`src/rtl/dtmr_pkg.sv`:
```
package dtmr_pkg;

  localparam int DATA_W = 32;
  localparam int ADDR_W = 4;

  localparam logic [ADDR_W-1:0] OFS_START = 4'h0;
  localparam logic [ADDR_W-1:0] OFS_COUNT = 4'h4;
  localparam logic [ADDR_W-1:0] OFS_MODE  = 4'h8;
  localparam logic [ADDR_W-1:0] OFS_CLEAR = 4'hC;

  typedef struct packed {
    logic       run;
    logic       reload;
    logic       irq_en;
    logic [1:0] psel;
    logic       wide;
    logic       stop0;
  } mode_t;

  function automatic mode_t mode_from_word(input logic [DATA_W-1:0] w);
    mode_t m;
    m.run    = w[7];
    m.reload = w[6];
    m.irq_en = w[5];
    m.psel   = w[3:2];
    m.wide   = w[1];
    m.stop0  = w[0];
    return m;
  endfunction

  function automatic logic [DATA_W-1:0] mode_to_word(input mode_t m);
    logic [DATA_W-1:0] w;
    w = '0;
    w[7]   = m.run;
    w[6]   = m.reload;
    w[5]   = m.irq_en;
    w[3:2] = m.psel;
    w[1]   = m.wide;
    w[0]   = m.stop0;
    return w;
  endfunction

  function automatic logic [DATA_W-1:0] width_mask(input logic wide);
    return wide ? {DATA_W{1'b1}} : {{(DATA_W/2){1'b0}}, {(DATA_W/2){1'b1}}};
  endfunction

endpackage

```
`src/rtl/dtmr_prescale.sv`:
```
module dtmr_prescale #(
  parameter int DIV_MID = 16,
  parameter int DIV_HI  = 256,
  localparam int PRE_W  = $clog2(DIV_HI)
) (
  input  logic       clk,
  input  logic       rst_n,
  input  logic       en,
  input  logic       restart,
  input  logic [1:0] psel,
  output logic       tick
);

  logic [PRE_W-1:0] pre_q;
  logic [PRE_W-1:0] limit;

  function automatic logic [PRE_W-1:0] phase_limit(input logic [1:0] s);
    case (s)
      2'b00:   return '0;
      2'b01:   return PRE_W'(DIV_MID - 1);
      default: return PRE_W'(DIV_HI - 1);
    endcase
  endfunction

  assign limit = phase_limit(psel);
  assign tick  = en && !restart && (pre_q >= limit);

  always_ff @(posedge clk or negedge rst_n) begin
    if (!rst_n)       pre_q <= '0;
    else if (restart) pre_q <= '0;
    else if (tick)    pre_q <= '0;
    else if (en)      pre_q <= pre_q + PRE_W'(1);
  end

  // prescaler phase holds while stopped
  a_r9_phase_frozen: assert property (@(posedge clk) disable iff (!rst_n)
    (!en && !restart) |=> $stable(pre_q));

  // phase advances by one between steps
  a_r4_phase_step: assert property (@(posedge clk) disable iff (!rst_n)
    (en && !restart && !tick) |=> (pre_q == $past(pre_q) + PRE_W'(1)));

  // restart clears the phase
  a_r3_phase_restart: assert property (@(posedge clk) disable iff (!rst_n)
    restart |=> (pre_q == '0));

endmodule

```
`src/rtl/dtmr_core.sv`:
```
module dtmr_core
  import dtmr_pkg::*;
(
  input  logic              clk,
  input  logic              rst_n,
  input  logic              en,
  input  logic              tick,
  input  logic              load_wr,
  input  logic [DATA_W-1:0] load_val,
  input  logic              reload,
  input  logic              stop0,
  input  logic              wide,
  output logic [DATA_W-1:0] cnt_q,
  output logic              hit
);

  logic [DATA_W-1:0] mask;
  logic [DATA_W-1:0] cur;
  logic [DATA_W-1:0] cnt_d;
  logic              at_zero;

  assign mask    = width_mask(wide);
  assign cur     = cnt_q & mask;
  assign at_zero = (cur == '0);
  assign hit     = tick && !load_wr && (cur == DATA_W'(1));

  always_comb begin
    cnt_d = cnt_q;
    if (load_wr)         cnt_d = load_val & mask;
    else if (tick) begin
      if (!at_zero)      cnt_d = cur - DATA_W'(1);
      else if (stop0)    cnt_d = '0;
      else if (reload)   cnt_d = load_val & mask;
      else               cnt_d = mask;
    end
  end

  always_ff @(posedge clk or negedge rst_n) begin
    if (!rst_n) cnt_q <= '0;
    else        cnt_q <= cnt_d;
  end

  // count holds while stopped
  a_r9_count_frozen: assert property (@(posedge clk) disable iff (!rst_n)
    (!en && !load_wr) |=> $stable(cnt_q));

  // stop-at-zero holds zero
  a_r8_stop_hold: assert property (@(posedge clk) disable iff (!rst_n)
    (stop0 && cnt_q == '0 && !load_wr) |=> (cnt_q == '0));

  // start value appears after the write edge
  a_r3_load_copy: assert property (@(posedge clk) disable iff (!rst_n)
    load_wr |=> (cnt_q == ($past(load_val) & $past(mask))));

  // reload at zero
  a_r7_reload: assert property (@(posedge clk) disable iff (!rst_n)
    (tick && at_zero && reload && !stop0 && !load_wr)
      |=> (cnt_q == ($past(load_val) & $past(mask))));

  // wrap to all ones
  a_r6_wrap: assert property (@(posedge clk) disable iff (!rst_n)
    (tick && at_zero && !reload && !stop0 && !load_wr) |=> (cnt_q == $past(mask)));

endmodule

```
`src/rtl/tick_down_timer.sv`:
```
module tick_down_timer
  import dtmr_pkg::*;
#(
  parameter int DIV_MID = 16,
  parameter int DIV_HI  = 256
) (
  input  logic              clk,
  input  logic              rst_n,
  input  logic              wr_en,
  input  logic              rd_en,
  input  logic [ADDR_W-1:0] addr,
  input  logic [DATA_W-1:0] wdata,
  output logic [DATA_W-1:0] rdata,
  output logic              irq
);

  mode_t             mode_q;
  logic [DATA_W-1:0] start_q;
  logic [DATA_W-1:0] cnt_q;
  logic              flag_q;
  logic              start_wr, mode_wr, clr_wr;
  logic              tick, hit;

  assign start_wr = wr_en && (addr == OFS_START);
  assign mode_wr  = wr_en && (addr == OFS_MODE);
  assign clr_wr   = wr_en && (addr == OFS_CLEAR);

  always_ff @(posedge clk or negedge rst_n) begin
    if (!rst_n) begin
      start_q <= '0;
      mode_q  <= '0;
      flag_q  <= 1'b0;
    end else begin
      if (start_wr) start_q <= wdata;
      if (mode_wr)  mode_q  <= mode_from_word(wdata);
      if (hit)         flag_q <= 1'b1;
      else if (clr_wr) flag_q <= 1'b0;
    end
  end

  dtmr_prescale #(.DIV_MID(DIV_MID), .DIV_HI(DIV_HI)) u_pre (
    .clk     (clk),
    .rst_n   (rst_n),
    .en      (mode_q.run),
    .restart (start_wr),
    .psel    (mode_q.psel),
    .tick    (tick)
  );

  dtmr_core u_core (
    .clk      (clk),
    .rst_n    (rst_n),
    .en       (mode_q.run),
    .tick     (tick),
    .load_wr  (start_wr),
    .load_val (start_q_next()),
    .reload   (mode_q.reload),
    .stop0    (mode_q.stop0),
    .wide     (mode_q.wide),
    .cnt_q    (cnt_q),
    .hit      (hit)
  );

  // start value seen by the counter: the incoming word on a write edge
  function automatic logic [DATA_W-1:0] start_q_next();
    return start_wr ? wdata : start_q;
  endfunction

  always_comb begin
    rdata = '0;
    if (rd_en) begin
      case (addr)
        OFS_START: rdata = start_q;
        OFS_COUNT: rdata = cnt_q & width_mask(mode_q.wide);
        OFS_MODE:  rdata = mode_to_word(mode_q);
        default:   rdata = '0;
      endcase
    end
  end

  assign irq = flag_q && mode_q.irq_en;

  // a step to zero always leaves the flag set
  a_r10_hit_sets: assert property (@(posedge clk) disable iff (!rst_n)
    hit |=> flag_q);

  // clear without a coincident step drops the flag
  a_r10_clear: assert property (@(posedge clk) disable iff (!rst_n)
    (clr_wr && !hit) |=> !flag_q);

  // stored mode never carries a reserved bit into the read path
  a_r2_reserved_zero: assert property (@(posedge clk) disable iff (!rst_n)
    mode_wr |=> (mode_to_word(mode_q) == ($past(wdata) & 32'h0000_00EF)));

endmodule

```
`config.mk`:
```
export PLATFORM = sky130hd
export DESIGN_NAME = tick_down_timer
export DESIGN_NICKNAME = d
export VERILOG_FILES = /design/src/rtl/dtmr_pkg.sv /design/src/rtl/dtmr_prescale.sv /design/src/rtl/dtmr_core.sv /design/src/rtl/tick_down_timer.sv
export SDC_FILE = /design/constraint.sdc
export NUM_CORES = 1
export LEC_CHECK = 0
export BUFFER_PORTS_ARGS = -buffer_cell sky130_fd_sc_hd__buf_4
export CAP_MARGIN = 20
export CORE_ASPECT_RATIO = 1.2
export CORE_MARGIN = 3
export CORE_UTILIZATION = 30
export CTS_BUF_LIST = sky130_fd_sc_hd__clkbuf_4 sky130_fd_sc_hd__clkbuf_8
export CTS_CLUSTER_SIZE = 14
export DETAILED_ROUTE_END_ITERATION = 12
export PLACE_DENSITY_LB_ADDON = 0.1
export SLEW_MARGIN = 10
export SYNTH_ARGS = -nofsm -noshare
export SYNTH_HDL_FRONTEND = slang
export SYNTH_HIERARCHICAL = 1
export SYNTH_SLANG_ARGS = --single-unit
```
`constraint.sdc`:
```
create_clock -name clk -period 5.45 [get_ports clk]
set_input_delay 1.09 -clock clk [delete_from_list [all_inputs] [get_ports clk]]
set_output_delay 1.09 -clock clk [all_outputs]
set_load 0.05 [all_outputs]
```
==> results of run 1 <==
==> cell usage after synthesis, types with 11 or more instances <==
| cell type | instances |
|---|---|
| sky130_fd_sc_hd__a21oi_1 | 47 |
| sky130_fd_sc_hd__a32oi_1 | 25 |
| sky130_fd_sc_hd__and3_1 | 18 |
| sky130_fd_sc_hd__clkbuf_1 | 27 |
| sky130_fd_sc_hd__dfrtp_1 | 80 |
| sky130_fd_sc_hd__inv_1 | 23 |
| sky130_fd_sc_hd__mux2_1 | 29 |
| sky130_fd_sc_hd__mux2_2 | 12 |
| sky130_fd_sc_hd__mux2i_1 | 15 |
| sky130_fd_sc_hd__nand2_1 | 42 |
| sky130_fd_sc_hd__nand3_1 | 11 |
| sky130_fd_sc_hd__nor2_1 | 42 |
| sky130_fd_sc_hd__nor3_1 | 14 |
| sky130_fd_sc_hd__o21ai_0 | 33 |
| sky130_fd_sc_hd__o31ai_1 | 12 |
==> per-layer routing <==
layer  track usage (%)  up-vias  part of all wire [%]
met5                 0        -                     0
met1              24.1     2671                    46
met4              5.54        0                   1.2
met2              32.0      170                    49
met3              2.02       18                   4.0
li1                  -     2502                     -
==> worst max-delay path by stage <==
stage,startpoint,to,slack (ps)
6_report,addr[1],rdata[23],1830
5_1_grt,addr[1],rdata[27],1720
4_1_cts,addr[1],rdata[23],1810
3_5_place_dp,addr[1],rdata[23],1820
3_3_place_gp,addr[1],rdata[9],1860
2_1_floorplan,addr[1],rdata[30],1700
==> stage by stage <==
step	cell area [um^2]	hold WS [ps]	std cells	util [%]	setup WS, ps
finish	6670	538	949	35.3	1830
global placement	6480	526	932	34.3	1860
CTS	6670	537	949	35.3	1810
global route	6670	560	949	35.3	1720
floorplan	5800	441	640	-	1700
detailed placement	6500	519	933	34.3	1820
==> power groups by stage <==
stage          logic [W]  clock network, W  registers [W]
2_1_floorplan   0.000930                 0       0.000947
3_3_place_gp     0.00115                 0        0.00108
3_5_place_dp     0.00117                 0        0.00109
4_1_cts          0.00117          0.000440        0.00107
5_1_grt          0.00131          0.000460        0.00111
6_report         0.00118          0.000424        0.00108
==> cell families (layout without fill, tap and decap cells) <==
logic type | count (synthesis) | in the layout | synth area share (%)
multiplexers | 56 | 56 | 10.5
buffers and inverters | 70 | 123 | 6.23
flip-flops | 80 | 80 | 34.5
AO/OA/AOI/OAI | 189 | 189 | 23.5
AND/OR/NAND/NOR | 223 | 223 | 21.4
XOR/XNOR | 14 | 14 | 2.11
adder cells (fa/ha/maj) | 8 | 8 | 1.72
==> final cells by class <==
type	count	area (um^2)	area share (%)
inverter	23	86.3	1.29
clock buffer	15	169	2.53
sequential	80	2000	30.0
tap	256	320	4.80
clock inverter	1	5.00	0.0750
multi-input combinational	490	3450	51.7
timing repair buffer	84	638	9.56
==> worst max-delay path, cell delays in order <==
cell and delay [ps]:
sky130_fd_sc_hd__buf_4 140, sky130_fd_sc_hd__or3b_1 520, sky130_fd_sc_hd__a21o_4 380, sky130_fd_sc_hd__nor2_1 170
sky130_fd_sc_hd__buf_4 210
==> flip-flops by register name (all words and copies together) (netlist names) <==
register	count
start_q	32
u_core/cnt_q	32
u_pre/pre_q	8
mode_q	7
flag_q	1
==> flow_results.org, run 1 <==
** Clocking
- Clock latency on the worst-skew pair :: between 300 and 400 ps
- Clock-pin slew was measured on the worst setup and hold paths at approximately 80 ps.
- Post-CTS setup buffer count :: 0
- For this design, the CTS-stage hold fixing added 0 buffers.
- TritonCTS built the clock tree.
- CTS saw 80 sinks.
- The H-tree generated during clock tree synthesis spans 3 levels.
- After clock tree synthesis, the repair step resized 0 gates.
- Number of buffers between clock root and the deepest sink :: 2
- CTS placed an instance of sky130_fd_sc_hd__clkbuf_8 at the clock tree root.
- In this run, CTS created clock tree buffers numbering 9.

** Drt
- The first TritonRoute pass finished after 6 iterations.
- After detailed routing, the number of remaining DRC violations is 0.
- In the final routed layout, each cell accounts on average for ~20 um.
- ANT nets after route :: 0
- The final route contains around 5400 vias.
- Via density per instance :: 5.65
- Total length of routed wires :: 19300 um
- Starting DRT DRC Count :: 370

** Timing
- The number of pins with negative max-slew slack in the final report came to 0.
- Timing would allow up to 276 MHz.
- The number of hold violations in the final report is 0.
- Total negative setup slack :: 0 ps
- Minimum clock period :: 3620 ps
- Worst slew margin relative to its limit :: a little under a quarter
- Worst-case clock skew :: 9.89 ps
- Unrepaired setup endpoints after global routing :: false
- Setup violations remaining at the end of the flow were counted as 0.
- Actual slew at the worst max-slew pin :: roughly 1100 ps
- Share of the cycle needed by the critical path after routing :: 66.4%

** Min path
- The path class of the tightest hold or removal check is register to register.
- For hold timing, the worst endpoint is start_q[0].
- Counting instances, the worst hold path has a depth of 1.
- Min-delay src :: start_q[0]

** Synthesis
- Post-synthesis net count :: 688
- Number of enable flip-flop cells after synthesis :: 0
- Synth Flop Type :: sky130_fd_sc_hd__dfrtp_1
- Synth top area share :: between 30% and 40%
- The cell area that synthesis handed to floorplanning was 5800 um^2.
- Number of cells produced by synthesis :: 640
- Share of synthesized area occupied by flip-flops and latches :: 34.5%
- Counting flops and latches in the post-synthesis netlist gives 80.
- Averaged over all synthesized cells, the footprint is 9.07 um^2.
- Dominant cells by area after synthesis :: sky130_fd_sc_hd__dfrtp_1, sky130_fd_sc_hd__mux2_1, sky130_fd_sc_hd__a21oi_1
- Post-synthesis cell type with the largest combined area :: sky130_fd_sc_hd__dfrtp_1
- During synthesis, Yosys emitted a total of 6 warnings.
- Count of cell types in the netlist :: 73
- Ys async rst share :: between 90% and 100%

** Power and ir drop
- The worst-case IR drop observed on VDD is approximately 0.13 mV.
- Switching component of the power :: 0.00121 W
- Switching part of the total :: 45.3%
- Combinational share of power :: a little over two fifths
- Leak Pwr :: 2.67 nW
- Total power consumption of the routed design :: approximately 0.0027 W
- Clock share of power :: 15.8%
- Power spread over the standard cell area amounts to 401 nW/um^2.
- Internal power summed over all cells :: 0.00147 W
- In this run, flip-flops and latches consume between 40% and 50% of the power.

** GRT
- Antenna violations before repair :: 0
- Largest net degree at the start of global routing :: 50
- For this run the aggregate overflow at the end of global routing stands at 0.
- Across every metal layer, demand over resource in global routing totals 18.3%.
- The via count of the first global-routing pass came to 5421.
- The first global-routing pass estimated 30800 um of wire.

** Critical path
- Register-to-register setup slack :: approximately 2300 ps
- Data on the critical path is required at its endpoint by around 4400 ps.
- Kind of start point of the critical path :: input port
- R2R Path End :: u_core/cnt_q[30]
- Critical Setup Path Class :: input port to primary output
- Critical R2R Launch :: mode_q[3]
- Kind of end point of the critical path :: primary output
- Cells on worst reg2reg path :: 9
- Of all nets on the critical path, the largest fanout is 24.
- For the worst setup path, the data arrival time is about 2500 ps.

** Floorplan
- From bottom edge to top edge, the die measures 158 um.
- IO Count :: 73
- Measured along the x axis, the die boundary spans between 100 and 150 um.
- Row generation in the floorplan step produced 55 rows.
- The die covers 21100 um^2.
- For this configuration, the core starts out at a cell density of 30.7%.
- The region available for standard cell placement spans 18900 um^2.

** Finish
- Fill cells in the final layout number between 1500 and 2000.
- Commonest cells after routing, fill and taps aside :: sky130_fd_sc_hd__buf_4, sky130_fd_sc_hd__dfrtp_1, sky130_fd_sc_hd__a21oi_1, sky130_fd_sc_hd__nor2_1, sky130_fd_sc_hd__nand2_1
- In the final design database the tool counted 736 nets.
- Of the cells placed in the final design, the portion with a size suffix greater than 1 is 22.8%.
- Relative to the synthesized area, the layout overhead comes to 15.0%.
- The library cell used most frequently in the layout, excluding fill and tap cells, is sky130_fd_sc_hd__buf_4.
- The repair_antennas step left the layout with diodes totalling 0.

** Placement
- Detailed placement ended at an HPWL of 13100 um.
- The congestion estimate from routability-driven global placement came to 0.841.
- Buffers added on ports :: 72

** Job
- Number of max-cap violations :: 0

** Run status
- The flow ran to the end, and the final reports show no timing, DRC or antenna violations.
No activity file was read; power rests on OpenSTA's default activity.
==> run 2: changes to the inputs <==
==> constraint.sdc (replaced) <==
create_clock -name clk -period 3.3 [get_ports clk]
set_input_delay 0.66 -clock clk [delete_from_list [all_inputs] [get_ports clk]]
set_output_delay 0.66 -clock clk [all_outputs]
set_load 0.05 [all_outputs]
==> run 2 against run 1 <==
Count of clock-buffer cells in the layout fell by 1. Clock skew fell by 0.68 ps. Global-route usage rose by 0.35 points. Worst hold slack got worse by 290 ps. Largest power group unchanged. Final cell count rose by 2.1%.
==> flow_results.org, run 2 (same netlist as run 1, synthesis figures left out) <==
** Power and ir drop
- In this run the power density over the cells is approximately 680 nW/um^2.
- Leak Pwr :: approximately 2.8 nW
- Peak VDD IR :: 0.230 mV

** Critical path
- Critical R2R Launch :: u_core/cnt_q[23]
- Signal arrival time at the worst endpoint :: 2130 ps
- Register-to-register setup slack :: 520 ps
- STA classifies the critical path endpoint as a primary output.
- STA puts the critical path data required time at around 2600 ps.
- Counting cells, the worst reg-to-reg path comes to 6.
- Critical Path Fanout Max :: 24
- Critical Setup Path Class :: input port to primary output
- R2R Path End :: u_core/cnt_q[1]
- STA classifies the critical path startpoint as an input port.

** Drt
- Before antenna repair, the detailed router went through 7 iterations.
- Number of remaining DRC errors :: 0
- Detailed-route via count :: 5474
- ANT nets after route :: 0
- After detailed routing, the number of vias per cell comes to 5.65.
- After the first detailed-routing iteration, the DRC count stood at 477.
- Wires add up to slightly below 20000 um.
- Routed wire length per instance :: 20.5 um

** Finish
- Net count of the finished layout :: 756
- The count of cells in the finished layout, fillers not included, comes to 969.
- The largest registers in the layout are start_q x32, u_core/cnt_q x32, u_pre/pre_q x8.
- Leaving out fill and tap cells, the most frequent cells in the layout are sky130_fd_sc_hd__buf_4, sky130_fd_sc_hd__dfrtp_1, sky130_fd_sc_hd__a21oi_1, sky130_fd_sc_hd__nor2_1, sky130_fd_sc_hd__nand2_1.
- Leaving out fill and tap cells, the most frequent cell in the layout is sky130_fd_sc_hd__buf_4.
- Cells with a size suffix above 1 make up between 20% and 30% of the layout.
- Layout fillers :: 1946
- Final standard cell area without fillers :: 6890 um^2
- From synthesis to final layout, the design area changed by 18.8%.
- Sequential cell area :: 2000 um^2
- In the final layout, the multi-input gates occupy approximately 3500 um^2.
- Final core utilization :: 36.4%
- The repair_antennas step left the layout with diodes totalling 0.

** GRT
- Fraction of met3 tracks used by global routing :: 2.81%
- Overflow left after global routing :: 0
- Number of global-route vias before repair :: roughly 5600
- The first global-routing pass estimated 31300 um of wire.
- Top Usage Layer GRT :: met2
- Global routing consumed, on the met1 layer, 23.7% of the routing resources.
- Global routing consumed, on the met2 layer, 32.6% of the routing resources.
- Antenna violations before repair :: 0
- Global routing used a little under a fifth of the available tracks across all layers.
- Largest net degree at the start of global routing :: 59

** Clocking
- Depth of the CTS H-tree :: 3
- In this run the deepest clock path goes through 2 buffers.
- The later pin in the worst-skew pair is clocked with a latency of 380 ps.
- TritonCTS created 9 clock buffers.
- Clock tree from TritonCTS :: built
- Hold bufs inserted after CTS :: 0
- Gates resized during post-CTS repair numbered 0.
- Post-CTS setup buffer count :: 0
- Clock-pin slew was measured on the worst setup and hold paths at 80 ps.
- The root buffer cell chosen for the clock tree is sky130_fd_sc_hd__clkbuf_8.
- The clock net in this run drives a total of 80 sinks.

** Job
- Across the run, the number of max-cap violations was 0.

** Timing
- Total negative setup slack :: 0 ps
- Unrepaired setup endpoints after global routing :: false
- Worst-case clock skew :: 9.21 ps
- Of the available clock period, the critical path in the final layout requires 84.6%.
- Actual slew at the worst max-slew pin :: 673 ps
- Number of setup violations in the final report :: 0
- The number of hold violations in the final report came to 0.
- Measured against its own limit, the worst slew margin works out to 54.7%.
- Derived from the worst setup path, the maximum achievable clock frequency is 358 MHz.
- In the post-route analysis, the smallest setup slack over all paths is 507 ps.
- The routed design could run at a clock period as short as ~2800 ps.
- The number of pins with negative max-slew slack in the final report came to 0.

** Placement
- After detailed placement, the total cell area comes to 6650 um^2.
- Routability congestion estimate from global placement :: a little under 0.9
- Buffers added on ports :: 72
- Pre-CTS setup slack :: 426 ps
- The wire-length estimate of the detail-placed layout is 13500 um.
- Placed cells :: 953

** Floorplan
- Once the floorplan was initialized, standard cells occupied between 30 and 40% of the core.
- The floorplan step set the die height to 158 um.
- The die covers ~21000 um^2.
- 73 I/O pins were placed.
- Width of the die :: 133 um
- The initialized floorplan defines 55 standard-cell rows.
- After floorplanning, the core was sized to cover ~19000 um^2.

** Min path
- The worst hold path belongs to the class input port to async pin.

** Run status
- Status :: complete, no violations
-- run 2: cell count changes in the layout (fill, tap and decap cells not counted) --
cell / change
sky130_fd_sc_hd__buf_12: +1
sky130_fd_sc_hd__buf_4: +20
sky130_fd_sc_hd__buf_8: -1
sky130_fd_sc_hd__bufinv_16: +2
sky130_fd_sc_hd__clkbuf_4: -4
sky130_fd_sc_hd__clkbuf_8: +3
sky130_fd_sc_hd__clkinv_2: -1
-- run 2: worst max path at each step --
stage	from	slack [ps]	depth (start not counted)	to
floorplan	addr[1]	400	12	u_core/cnt_q[19]
global placement	addr[1]	480	5	rdata[9]
detailed placement	addr[1]	430	10	u_core/cnt_q[13]
CTS	addr[1]	500	5	rdata[9]
global route	mode_q[3]	300	11	u_core/cnt_q[2]
finish	addr[1]	510	5	rdata[9]
-- run 2: final cells by class --
cell class / count / area share [%]
multi-input cells: 490 / 50.1
flip-flops and latches: 80 / 29.1
repair buffers: 104 / 11.5
well taps: 256 / 4.65
clock buffers: 14 / 2.61
inverters: 23 / 1.25
clock inverters: 2 / 0.871
-- run 2: layer usage --
| metal | up-vias | share of wire [%] |
|---|---|---|
| li1 | 2552 | - |
| met1 | 2728 | 45 |
| met2 | 166 | 49 |
| met3 | 28 | 4.3 |
| met4 | 0 | 2.0 |
| met5 | - | 0 |
-- run 2: report_power, final --
group          switching [W]  internal (W)
Clock               0.000389      0.000506
Combinational        0.00121      0.000885
Sequential          0.000434       0.00128
-- run 2: per-stage QoR --
stage	power [W]	hold slack, ps
global route	0.00503	275
finish	0.00470	248
global placement	0.00375	470
floorplan	0.00310	364
CTS	0.00472	272
detailed placement	0.00380	486
-- run 2: worst max-delay path, cell delays in order --
cell,delay [ps]
sky130_fd_sc_hd__buf_4,140
sky130_fd_sc_hd__or3b_1,530
sky130_fd_sc_hd__a21o_4,380
sky130_fd_sc_hd__nor2_1,200
sky130_fd_sc_hd__buf_4,220
